[src/rtl/segMatchPkg.sv]
package segMatchPkg;
  localparam int SEL_W   = 4;
  localparam int NUM_TBL = 9;

  localparam int TBL_ETA_WIN = 0;
  localparam int TBL_THR_HI  = 1;  // medium = 2, low = 3
  localparam int TBL_BEND_LA = 4;  // highA = 5, lowB = 6, highB = 7
  localparam int TBL_QUAL    = 8;

  typedef struct packed {
    logic capture;  // load stage-one pair registers
    logic resolve;  // stage-one content is a live pair, register its result
  } ctrlStrobes_t;
endpackage

[src/rtl/lutRam.sv]
module lutRam #(
  parameter int DEPTH = 16,
  parameter int WIDTH = 6,
  localparam int AW = $clog2(DEPTH)
) (
  input  logic             clk,
  input  logic             we,
  input  logic [AW-1:0]    wAddr,
  input  logic [WIDTH-1:0] wData,
  input  logic [AW-1:0]    rAddr,
  output logic [WIDTH-1:0] rData
);
  logic [WIDTH-1:0] mem [DEPTH];

  always_ff @(posedge clk) begin
    if (we) mem[wAddr] <= wData;
  end

  assign rData = mem[rAddr];
endmodule

[src/rtl/segMatchCtrl.sv]
module segMatchCtrl
  import segMatchPkg::*;
(
  input  logic         clk,
  input  logic         rst,
  input  logic         inValid,
  output ctrlStrobes_t strb,
  output logic         outValid
);
  logic stageOneLive;

  always_ff @(posedge clk) begin
    if (rst) begin
      stageOneLive <= 1'b0;
      outValid     <= 1'b0;
    end else begin
      stageOneLive <= inValid;
      outValid     <= stageOneLive;
    end
  end

  always_comb begin
    strb.capture = inValid;
    strb.resolve = stageOneLive;
  end
endmodule

[src/rtl/segMatchDatapath.sv]
module segMatchDatapath
  import segMatchPkg::*;
#(
  parameter int ETA_W  = 4,
  parameter int PHI_W  = 5,
  parameter int PHIB_W = 3,
  parameter int QUAL_W = 2,
  parameter int QOUT_W = 2,
  parameter int ADDR_W = 7,
  parameter int DATA_W = 6
) (
  input  logic              clk,
  input  logic              rst,
  input  ctrlStrobes_t      strb,
  input  logic [ETA_W-1:0]  etaA,
  input  logic [ETA_W-1:0]  etaB,
  input  logic [PHI_W-1:0]  phiA,
  input  logic [PHI_W-1:0]  phiB,
  input  logic [PHIB_W-1:0] phibA,
  input  logic [PHIB_W-1:0] phibB,
  input  logic [QUAL_W-1:0] qualA,
  input  logic [QUAL_W-1:0] qualB,
  input  logic              tblWe,
  input  logic [SEL_W-1:0]  tblSel,
  input  logic [ADDR_W-1:0] tblAddr,
  input  logic [DATA_W-1:0] tblWData,
  output logic              outMatch,
  output logic [QOUT_W-1:0] outQual
);
  localparam int QIDX_W = 3 + 2 * QUAL_W;

  // stage one: captured pair
  logic [ETA_W-1:0]  sEtaA, sEtaB;
  logic [PHI_W-1:0]  sPhiA, sPhiB;
  logic [PHIB_W-1:0] sPhibA, sPhibB;
  logic [QUAL_W-1:0] sQualA, sQualB;

  always_ff @(posedge clk) begin
    if (rst) begin
      sEtaA <= '0; sEtaB <= '0; sPhiA <= '0; sPhiB <= '0;
      sPhibA <= '0; sPhibB <= '0; sQualA <= '0; sQualB <= '0;
    end else if (strb.capture) begin
      sEtaA <= etaA; sEtaB <= etaB; sPhiA <= phiA; sPhiB <= phiB;
      sPhibA <= phibA; sPhibB <= phibB; sQualA <= qualA; sQualB <= qualB;
    end
  end

  // host write decode
  logic [NUM_TBL-1:0] weVec;
  always_comb begin
    for (int k = 0; k < NUM_TBL; k++)
      weVec[k] = tblWe && (tblSel == SEL_W'(k));
  end

  // eta window table
  logic [ETA_W-1:0] etaWinRd;
  lutRam #(.DEPTH(1 << ETA_W), .WIDTH(ETA_W)) uEtaWin (
    .clk(clk), .we(weVec[TBL_ETA_WIN]), .wAddr(tblAddr[ETA_W-1:0]),
    .wData(tblWData[ETA_W-1:0]), .rAddr(sEtaA), .rData(etaWinRd));

  // graded phi thresholds: 0 high, 1 medium, 2 low
  logic [PHI_W-1:0] thrRd [3];
  for (genvar g = 0; g < 3; g++) begin : gThr
    lutRam #(.DEPTH(1 << ETA_W), .WIDTH(PHI_W)) uThr (
      .clk(clk), .we(weVec[TBL_THR_HI + g]), .wAddr(tblAddr[ETA_W-1:0]),
      .wData(tblWData[PHI_W-1:0]), .rAddr(sEtaA), .rData(thrRd[g]));
  end

  // bend limits: 0 lowA, 1 highA, 2 lowB, 3 highB
  logic [DATA_W-1:0] bendRd [4];
  for (genvar g = 0; g < 4; g++) begin : gBend
    logic [PHIB_W-1:0] bendAddr;
    assign bendAddr = (g < 2) ? sPhibA : sPhibB;
    lutRam #(.DEPTH(1 << PHIB_W), .WIDTH(DATA_W)) uBend (
      .clk(clk), .we(weVec[TBL_BEND_LA + g]), .wAddr(tblAddr[PHIB_W-1:0]),
      .wData(tblWData), .rAddr(bendAddr), .rData(bendRd[g]));
  end

  // quality table
  logic [QIDX_W-1:0] qIdx;
  logic [QOUT_W-1:0] qRd;
  lutRam #(.DEPTH(1 << QIDX_W), .WIDTH(QOUT_W)) uQual (
    .clk(clk), .we(weVec[TBL_QUAL]), .wAddr(tblAddr[QIDX_W-1:0]),
    .wData(tblWData[QOUT_W-1:0]), .rAddr(qIdx), .rData(qRd));

  // road arithmetic
  logic signed [ETA_W:0] dEta;
  logic        [ETA_W:0] absEta;
  logic signed [PHI_W:0] dPhi;
  logic        [PHI_W:0] absPhi;
  logic                  etaPass, bendOkA, bendOkB, matchNow;
  logic [2:0]            gradePass;

  always_comb begin
    dEta    = $signed({1'b0, sEtaA}) - $signed({1'b0, sEtaB});
    absEta  = dEta[ETA_W] ? -dEta : dEta;
    etaPass = absEta <= {1'b0, etaWinRd};

    dPhi   = $signed({1'b0, sPhiA}) - $signed({1'b0, sPhiB});
    absPhi = dPhi[PHI_W] ? -dPhi : dPhi;
    for (int g = 0; g < 3; g++)
      gradePass[g] = absPhi <= {1'b0, thrRd[g]};

    bendOkA = ($signed(bendRd[0]) <= dPhi) && (dPhi <= $signed(bendRd[1]));
    bendOkB = ($signed(bendRd[2]) <= dPhi) && (dPhi <= $signed(bendRd[3]));

    matchNow = etaPass && bendOkA && bendOkB;
    qIdx     = {gradePass[0], gradePass[1], gradePass[2], sQualA, sQualB};
  end

  // stage two: result registers
  always_ff @(posedge clk) begin
    if (rst || !strb.resolve) begin
      outMatch <= 1'b0;
      outQual  <= '0;
    end else begin
      outMatch <= matchNow;
      outQual  <= matchNow ? qRd : '0;
    end
  end
endmodule

[src/rtl/segPairMatcher.sv]
module segPairMatcher
  import segMatchPkg::*;
#(
  parameter int ETA_W  = 4,
  parameter int PHI_W  = 5,
  parameter int PHIB_W = 3,
  parameter int QUAL_W = 2,
  parameter int QOUT_W = 2,
  localparam int DATA_W = PHI_W + 1,
  localparam int QIDX_W = 3 + 2 * QUAL_W,
  localparam int ADDR_W = (QIDX_W > ETA_W) ? ((QIDX_W > PHIB_W) ? QIDX_W : PHIB_W)
                                           : ((ETA_W > PHIB_W) ? ETA_W : PHIB_W)
) (
  input  logic              clk,
  input  logic              rst,
  input  logic              inValid,
  input  logic [ETA_W-1:0]  etaA,
  input  logic [ETA_W-1:0]  etaB,
  input  logic [PHI_W-1:0]  phiA,
  input  logic [PHI_W-1:0]  phiB,
  input  logic [PHIB_W-1:0] phibA,
  input  logic [PHIB_W-1:0] phibB,
  input  logic [QUAL_W-1:0] qualA,
  input  logic [QUAL_W-1:0] qualB,
  input  logic              tblWe,
  input  logic [SEL_W-1:0]  tblSel,
  input  logic [ADDR_W-1:0] tblAddr,
  input  logic [DATA_W-1:0] tblWData,
  output logic              outValid,
  output logic              outMatch,
  output logic [QOUT_W-1:0] outQual
);
  ctrlStrobes_t strb;

  segMatchCtrl uCtrl (
    .clk(clk), .rst(rst), .inValid(inValid), .strb(strb), .outValid(outValid));

  segMatchDatapath #(
    .ETA_W(ETA_W), .PHI_W(PHI_W), .PHIB_W(PHIB_W), .QUAL_W(QUAL_W),
    .QOUT_W(QOUT_W), .ADDR_W(ADDR_W), .DATA_W(DATA_W)
  ) uDp (
    .clk(clk), .rst(rst), .strb(strb),
    .etaA(etaA), .etaB(etaB), .phiA(phiA), .phiB(phiB),
    .phibA(phibA), .phibB(phibB), .qualA(qualA), .qualB(qualB),
    .tblWe(tblWe), .tblSel(tblSel), .tblAddr(tblAddr), .tblWData(tblWData),
    .outMatch(outMatch), .outQual(outQual));
endmodule

[config.mk]
export PLATFORM = sky130hd
export DESIGN_NAME = segPairMatcher
export DESIGN_NICKNAME = d
export VERILOG_FILES = /design/src/rtl/segMatchPkg.sv /design/src/rtl/lutRam.sv /design/src/rtl/segMatchCtrl.sv /design/src/rtl/segMatchDatapath.sv /design/src/rtl/segPairMatcher.sv
export SDC_FILE = /design/constraint.sdc
export NUM_CORES = 1
export LEC_CHECK = 0
export BUFFER_PORTS_ARGS = -buffer_cell sky130_fd_sc_hd__buf_2
export CAP_MARGIN = 20
export CORE_ASPECT_RATIO = 1.5
export CORE_MARGIN = 2
export CORE_UTILIZATION = 30
export DETAILED_ROUTE_END_ITERATION = 10
export GPL_ROUTABILITY_DRIVEN = 0
export MAX_ROUTING_LAYER = met4
export PLACE_DENSITY = 0.46
export SKIP_LAST_GASP = 1
export SLEW_MARGIN = 25
export SYNTH_ARGS = -nofsm -noshare
export SYNTH_HDL_FRONTEND = slang
export SYNTH_SLANG_ARGS = --single-unit
[constraint.sdc]
create_clock -name clk -period 8.8 [get_ports clk]
set_clock_uncertainty 0.15 [all_clocks]
set_input_delay 1.32 -clock clk [delete_from_list [all_inputs] [get_ports clk]]
set_output_delay 1.32 -clock clk [all_outputs]
set_load 0.005 [all_outputs]
==> impl_metrics.csv, run 1 <==
group,metric,value,unit
run_status,status,"finished, final reports clean",
floorplan,core,107000,sq um
floorplan,rows,147,
critical_path,worstRegToRegCells,15,
critical_path,r2r_start,"uDp.sPhiA[0]",
clock_network,clk_path_buf_depth,3,
worst_hold_path,whs_path_depth,2,
synthesis,synthDominantCellAreaShare,69.8,%
pwr,p_leak,11.3,nW
job,drv_cap,0,
cells_and_area,fin_nets,1881,
synthesis,synth-simple-area-share,5.08,%
sta,min_period_over_period,52.8,%
sta,setup_ws,4.15,ns
synthesis,syn-num-nets,1815,
clock_network,path_clk_slew,0.06,ns
place,dp_cells,3118,
grt,grt_max_degree,146,
sta,maxSlewHeadroom,29.0,%
routing,vias,15900,
floorplan,start_util,30.2,%
cells_and_area,multi_input_area,8420,sq um
synthesis,synth_seq_cells,795,
routing,drt_iter0_drc,1087,
synthesis,synth_compound_area_share,2.19,%
sta,fin_tns_setup,0,ns
pwr,power_density,225,nW/um^2
clock_network,numClockSinks,795,
critical_path,worstPathRequired,9.22,ns
cells_and_area,final_cells,3265,
cells_and_area,layout_common_cells,"752 x edfxtp_1, 238 x nor2_1, 204 x mux4_2",
synthesis,avgSynthCellArea,18.9,sq um
sta,hold_viol,0,
grt,grt_pass1_vias,17100,
clock_network,cts_tree,"yes",
routing,vias_per_cell,4.87,
routing,drc_errors,0,
sta,timing.hold.ws,0.361,ns
cells_and_area,final_common_cell,"edfxtp_1",
sta,setup_violations,0,
clock_network,ctsHtreeMaxLevel,3,
cells_and_area,postLayoutCoreUtil,34.4,%
synthesis,synth_top_family_by_area,"multiplexers",
synthesis,synth_xor_area_share,0.267,%
cells_and_area,fillers,10200,
critical_path,reg2reg_slack,4.15,ns
clock_network,clock-root-buffer,"clkbuf_16",
floorplan,io_pins,53,
grt,antenna_found_initial,7,
pwr,peakVddDrop,0.171,mV
grt,grt-ovfl-total,0,
routing,routedWlPerCell,24.6,um
synthesis,muxShareOfSynthArea,16.4,%
synthesis,ys_warn_count,0,
synthesis,synthFlopType,"edfxtp_1",
synthesis,yosysUniqueCellTypes,64,
routing,dr.pass1.iters,5,
grt,grt_pass1_wl,117000,um
critical_path,max_stage_delay,0.61,ns
sta,worst_pin_slew,1.06,ns
critical_path,cp_top_family,"compound AO/OA/AOI/OAI gates",
worst_hold_path,holdPathEnd,"uDp.sPhiB[2]",
cells_and_area,layout-drive-gt1-share,23.4,%
synthesis,yosysSeqAreaShare,72.4,%
floorplan,die_area,111000,sq um
synthesis,ys_async_sr_fraction,0,%
place,post-dp-hpwl,51400,um
clock_network,cts_resized,0,
floorplan,fp.dieW,272,um
critical_path,cp_max_fo,10,
floorplan,chipHeight,406,um
sta,drv_slew,0,
critical_path,worst-endpoint-arrival,5.07,ns
critical_path,reg2reg_to,"uDp.outQual[1]",
pwr,power,8.27,mW
synthesis,synthAdderAreaFrac,2.04,%
critical_path,worstSetupEndpointType,"flip-flop",
sta,fin_crit,4.65,ns
clock_network,postCtsSetupBuffers,0,
cells_and_area,syn_to_final_growth,13.8,%
sta,fmax,215,MHz
synthesis,ys_top_cells_by_area,"edfxtp_1 70%, mux4_2 14%, nor2_1 2.8%",
routing,wirelength,80400,um
clock_network,worstSkewPairLatency,0.66,ns
sta,rsz0062_at_grt,"no",
place,placed_area,34200,sq um
cells_and_area,fin_area,36800,sq um
place,io_buffers,52,
synthesis,netlist_instances,1716,
worst_hold_path,hp-start,"uDp.sPhiB[2]",
critical_path,path_buf_inv,3,
clock_network,hold_buffers,0,
routing,ant_nets,0,
synthesis,synth_edf_count,752,
synthesis,netlist_area,32400,sq um
synthesis,synth_top_area_cell,"edfxtp_1",
grt,grtUsageTotal,15.2,%
clock_network,cts_made_buffers,75,
critical_path,cp_cell_sequence,"inv_1 -> ha_1 -> inv_1 -> fa_1 -> inv_1 -> ha_1 -> nor2_1 -> xnor2_1 -> ha_1 -> o211a_1 -> a2111oi_0 -> o21a_1 -> nor2_1 -> a2111o_1 -> a31oi_1",
worst_hold_path,hold_class,"reg -> reg",
cells_and_area,ff_latch_area,23500,sq um
critical_path,worstSetupPathType,"reg -> reg",
critical_path,critPathSlowestCell,"xnor2_1",
critical_path,cp-start-kind,"flip-flop",
place,post-place-ws,3.63,ns
## state kept, by name, indices dropped and copies added, names as in the netlist, 4 cells and up, named ones only
name and cells:
uDp.sEtaB 4, uDp.uEtaWin.mem 64, uDp.gBend.uBend.mem 192, uDp.gBend.bendAddr 6, uDp.sPhiB 5, uDp.sPhiA 5
uDp.uQual.mem 256, uDp.sEtaA 4, uDp.gThr.uThr.mem 240
## worst reg2reg max path: stages (launching register included)
cell and delay, ns:
dfxtp_1 0.33, inv_1 0.04, ha_1 0.18, inv_1 0.07
fa_1 0.55, inv_1 0.25, ha_1 0.20, nor2_1 0.06
xnor2_1 0.61, ha_1 0.38, o211a_1 0.13, a2111oi_0 0.38
o21a_1 0.49, nor2_1 0.15, a2111o_1 0.42, a31oi_1 0.17
## cells in the mapped netlist, types with 2 or more instances
cell,n
buf_2,13
a21o_1,7
o21a_1,3
a2111o_1,2
nor3_1,29
a22o_1,13
mux4_2,204
a31oi_1,7
or2_2,2
ha_1,48
a21oi_1,15
nand3_1,16
buf_6,5
a22oi_1,7
and3_1,3
nand2b_1,2
fa_1,2
nor3b_1,2
and2_1,3
nor2b_1,16
clkbuf_1,56
mux2i_1,44
o21ai_0,5
buf_1,6
maj3_1,2
dfxtp_1,43
nand3b_1,3
a221oi_1,13
xnor2_1,7
mux2_2,16
inv_1,36
mux4_1,3
nand2_1,44
buf_4,5
nand4_1,5
or3_1,2
a211oi_1,4
and3b_1,2
nor2_1,238
and4_1,3
edfxtp_1,752
o211ai_1,6
## power breakdown
| group | leakage [nW] | switching [mW] | internal (mW) |
|---|---|---|---|
| clock | 1.23 | 1.43 | 1.94 |
| combinational | 2.98 | 0.433 | 0.291 |
| sequential | 7.11 | 0.0296 | 4.15 |
| total | 11.3 | 1.89 | 6.38 |
## cell families (layout without fill, tap and decap cells)
logic type      count (synthesis)  in the layout
fa+ha+maj                      52             52
other cells                     0              6
mux                           267            267
xor+xnor                        9              9
buf+inv                       122            250
compound gates                 93             93
simple gates                  378            378
flops                         795            795
## worst max path at each step
stage               slack, ns  depth (start not counted)         start             end
detailed placement       3.63                         11     flip-flop  uDp.outQual[1]
global placement         3.78                         11     flip-flop  uDp.outQual[0]
finish                   4.15                         15  uDp.sPhiA[0]  uDp.outQual[1]
floorplan                4.77                         15     flip-flop  uDp.outQual[0]
CTS                      3.62                         11     flip-flop  uDp.outQual[1]
global route             3.76                         15  uDp.sPhiA[0]  uDp.outQual[1]
## layer usage
layer	vias to the layer above	wire length, um	track usage (%)
met4	0	2260	5.63
met1	8382	31600	17.2
met2	355	42700	26.6
met5	-	0	-
li1	7048	-	-
met3	123	3880	2.89
## final cells by class
cell class	instances	area share [%]
Clock buffer	97	5.52
Timing Repair Buffer	74	1.33
Tap cell	1415	4.81
Multi-Input combinational cell	799	22.9
Inverter	37	0.377
Clock inverter	42	1.35
Sequential cell	795	63.7
Antenna cell	6	0.0408
No activity file was read; power rests on OpenSTA's default activity.
==> run 2: changes to the inputs <==
==> constraint.sdc (replaced) <==
create_clock -name clk -period 4.68 [get_ports clk]
set_clock_uncertainty 0.15 [all_clocks]
set_input_delay 0.702 -clock clk [delete_from_list [all_inputs] [get_ports clk]]
set_output_delay 0.702 -clock clk [all_outputs]
set_load 0.005 [all_outputs]
==> run 2 against run 1 <==
- clock power up 85%
- flip-flop and latch count unchanged
- via count grew 1.3%
- core utilization rose by 0.16 points
- total power grew 87%
- final cell count up 0.77%
==> impl_metrics.csv, run 2 (synthesis gave the netlist of run 1 again) <==
group,metric,value,unit
critical_path,cp_cell_sequence,"inv_1 -> ha_1 -> a21oi_1 -> nand2_1 -> a21o_1 -> a21o_1 -> mux2_2 -> ha_1 -> nor2b_1 -> o211a_1 -> a2111oi_0 -> o21a_2 -> nor2_1 -> a2111o_1 -> a31oi_1",
critical_path,cp_top_family,"compound AO/OA/AOI/OAI gates",
pwr,clkPwrFrac,40.2,%
routing,wirelength,82800,um
routing,drt_iter0_drc,1199,
sta,setup_violations,0,
sta,maxSlewHeadroom,27.8,%
pwr,internal-power,12.0,mW
clock_network,postCtsSetupBuffers,0,
floorplan,start_util,30.2,%
cells_and_area,final_common_cell,"edfxtp_1",
sta,fmax,235,MHz
cells_and_area,fin_nets,1910,
critical_path,path_buf_inv,1,
critical_path,worstPathRequired,5.10,ns
sta,fin_crit,4.26,ns
critical_path,worstRegToRegCells,15,
routing,vias_per_cell,4.90,
grt,antenna_found_initial,8,
sta,rsz0062_at_grt,"no",
pwr,pwr-share-seq,50.7,%
pwr,p_leak,11.5,nW
critical_path,critPathSlowestCell,"a2111oi_0",
place,post-dp-hpwl,55400,um
floorplan,chipHeight,406,um
clock_network,worstSkewPairLatency,0.64,ns
critical_path,crit_end,"uDp.outQual[0]",
clock_network,cts_tree,"yes",
place,io_buffers,52,
routing,vias,16100,
critical_path,cp-start-kind,"flip-flop",
sta,min_period_over_period,91.1,%
grt,grt_max_degree,155,
clock_network,ctsHtreeMaxLevel,3,
critical_path,crit_cells,15,
job,drv_cap,0,
worst_hold_path,hold_class,"in -> reg",
clock_network,clock-root-buffer,"clkbuf_16",
pwr,combPwrFrac,9.0,%
critical_path,max_stage_delay,0.41,ns
floorplan,rows,147,
pwr,power_switching,3.51,mW
sta,fin_tns_setup,0,ns
routing,routedWlPerCell,25.2,um
critical_path,reg2reg_slack,0.42,ns
pwr,peakVddDrop,0.293,mV
critical_path,r2r_start,"uDp.sPhiB[2]",
grt,grt-ovfl-total,0,
floorplan,fp.dieW,272,um
routing,drc_errors,0,
run_status,status,"finished, final reports clean",
critical_path,worstSetupEndpointType,"flip-flop",
clock_network,hold_buffers,0,
clock_network,path_clk_slew,0.07,ns
pwr,netSwitchingFraction,22.6,%
sta,worst_pin_slew,1.08,ns
routing,ant_nets,0,
critical_path,cp_max_fo,10,
cells_and_area,layout-drive-gt1-share,24.6,%
pwr,power_density,419,nW/um^2
critical_path,crit_start,"uDp.sPhiB[2]",
cells_and_area,top_register,"uDp.uQual.mem",
clock_network,cts_resized,0,
routing,dr.pass1.iters,5,
grt,grt_pass1_vias,17500,
cells_and_area,syn_to_final_growth,14.3,%
cells_and_area,top_regs,"uDp.uQual.mem: 256 flops, uDp.gThr.uThr.mem: 240 flops, uDp.gBend.uBend.mem: 192 flops",
clock_network,clk_path_buf_depth,3,
grt,grt_pass1_wl,121000,um
pwr,power,15.5,mW
floorplan,core,107000,sq um
clock_network,numClockSinks,795,
cells_and_area,layout_common_cells,"752 x edfxtp_1, 237 x nor2_1, 204 x mux4_2",
grt,grtUsageTotal,15.6,%
sta,drv_slew,0,
sta,hold_viol,0,
critical_path,reg2reg_to,"uDp.outQual[0]",
critical_path,worst-endpoint-arrival,4.68,ns
critical_path,worstSetupPathType,"reg -> reg",
floorplan,io_pins,53,
floorplan,die_area,111000,sq um
cells_and_area,largest_reg_flops,256,
clock_network,cts_made_buffers,74,
## run 2: cell count changes in the layout (fill, tap and decap cells not counted), sizes merged
cell      delta
clkinv       +6
clkbuf       -6
buf         +31
inv          -1
clkinvlp     -2
diode        -2
bufinv       -1
## run 2: cell type report
class	instances	area, sq um
timing repair buffer	104	718
fill	10200	70100
sequential	795	23500
clock buffer	92	2050
clock inverter	44	443
inverter	37	139
multi-input combinational	799	8410
tap	1415	1770
antenna	4	10.0
## run 2: routing by layer
| metal | routed length, um | vias to the layer above | GRT usage, % |
|---|---|---|---|
| met1 | 32200 | 8515 | 17.6 |
| li1 | - | 7086 | - |
| met2 | 44300 | 399 | 27.7 |
| met3 | 3910 | 118 | 2.90 |
| met5 | 0 | - | - |
| met4 | 2350 | 0 | 5.50 |
## run 2: power groups by stage
stage               registers, mW  logic (mW)  clock network [mW]
finish                       7.86        1.40                6.23
global route                 7.86        1.54                6.66
CTS                          7.86        1.42                6.41
detailed placement           8.02        1.41                   0
global placement             8.02        1.39                   0
floorplan                    7.97       0.910                   0
## run 2: tightest hold or removal path: cells and delay by family
| family | cells | cell delay, ns |
|---|---|---|
| buffers and inverters | 1 | 0.07 |
| AND/OR/NAND/NOR | 1 | 0.07 |
| multiplexers | 1 | 0.05 |
## run 2: worst min-delay path by stage
| stage | cells past startpoint | slack (ns) | startpoint | end |
|---|---|---|---|---|
| 6_report | 3 | 0.15 | etaB[0] | uDp.sEtaB[0] |
| 4_1_cts | 3 | 0.09 | etaB[0] | uDp.sEtaB[0] |
| 3_5_place_dp | 2 | 0.33 | uDp.sPhiB[4] | uDp.sPhiB[4] |
| 5_1_grt | 3 | 0.13 | etaB[0] | uDp.sEtaB[0] |
| 2_1_floorplan | 1 | 0.29 | uCtrl.stageOneLive | uCtrl.outValid |
| 3_3_place_gp | 2 | 0.33 | uDp.sPhiB[4] | uDp.sPhiB[4] |
## run 2: per-stage QoR
step | util [%] | instances | hold WS (ns) | area (sq um) | setup slack, ns
floorplan | - | 1716 | 0.294 | 32400 | 0.653
global placement | 32.2 | 3150 | 0.326 | 34500 | 0.291
detailed placement | 32.2 | 3150 | 0.332 | 34500 | 0.186
CTS | 34.5 | 3286 | 0.0897 | 37000 | 0.184
global route | 34.6 | 3290 | 0.135 | 37000 | 0.0925
finish | 34.6 | 3290 | 0.145 | 37000 | 0.418
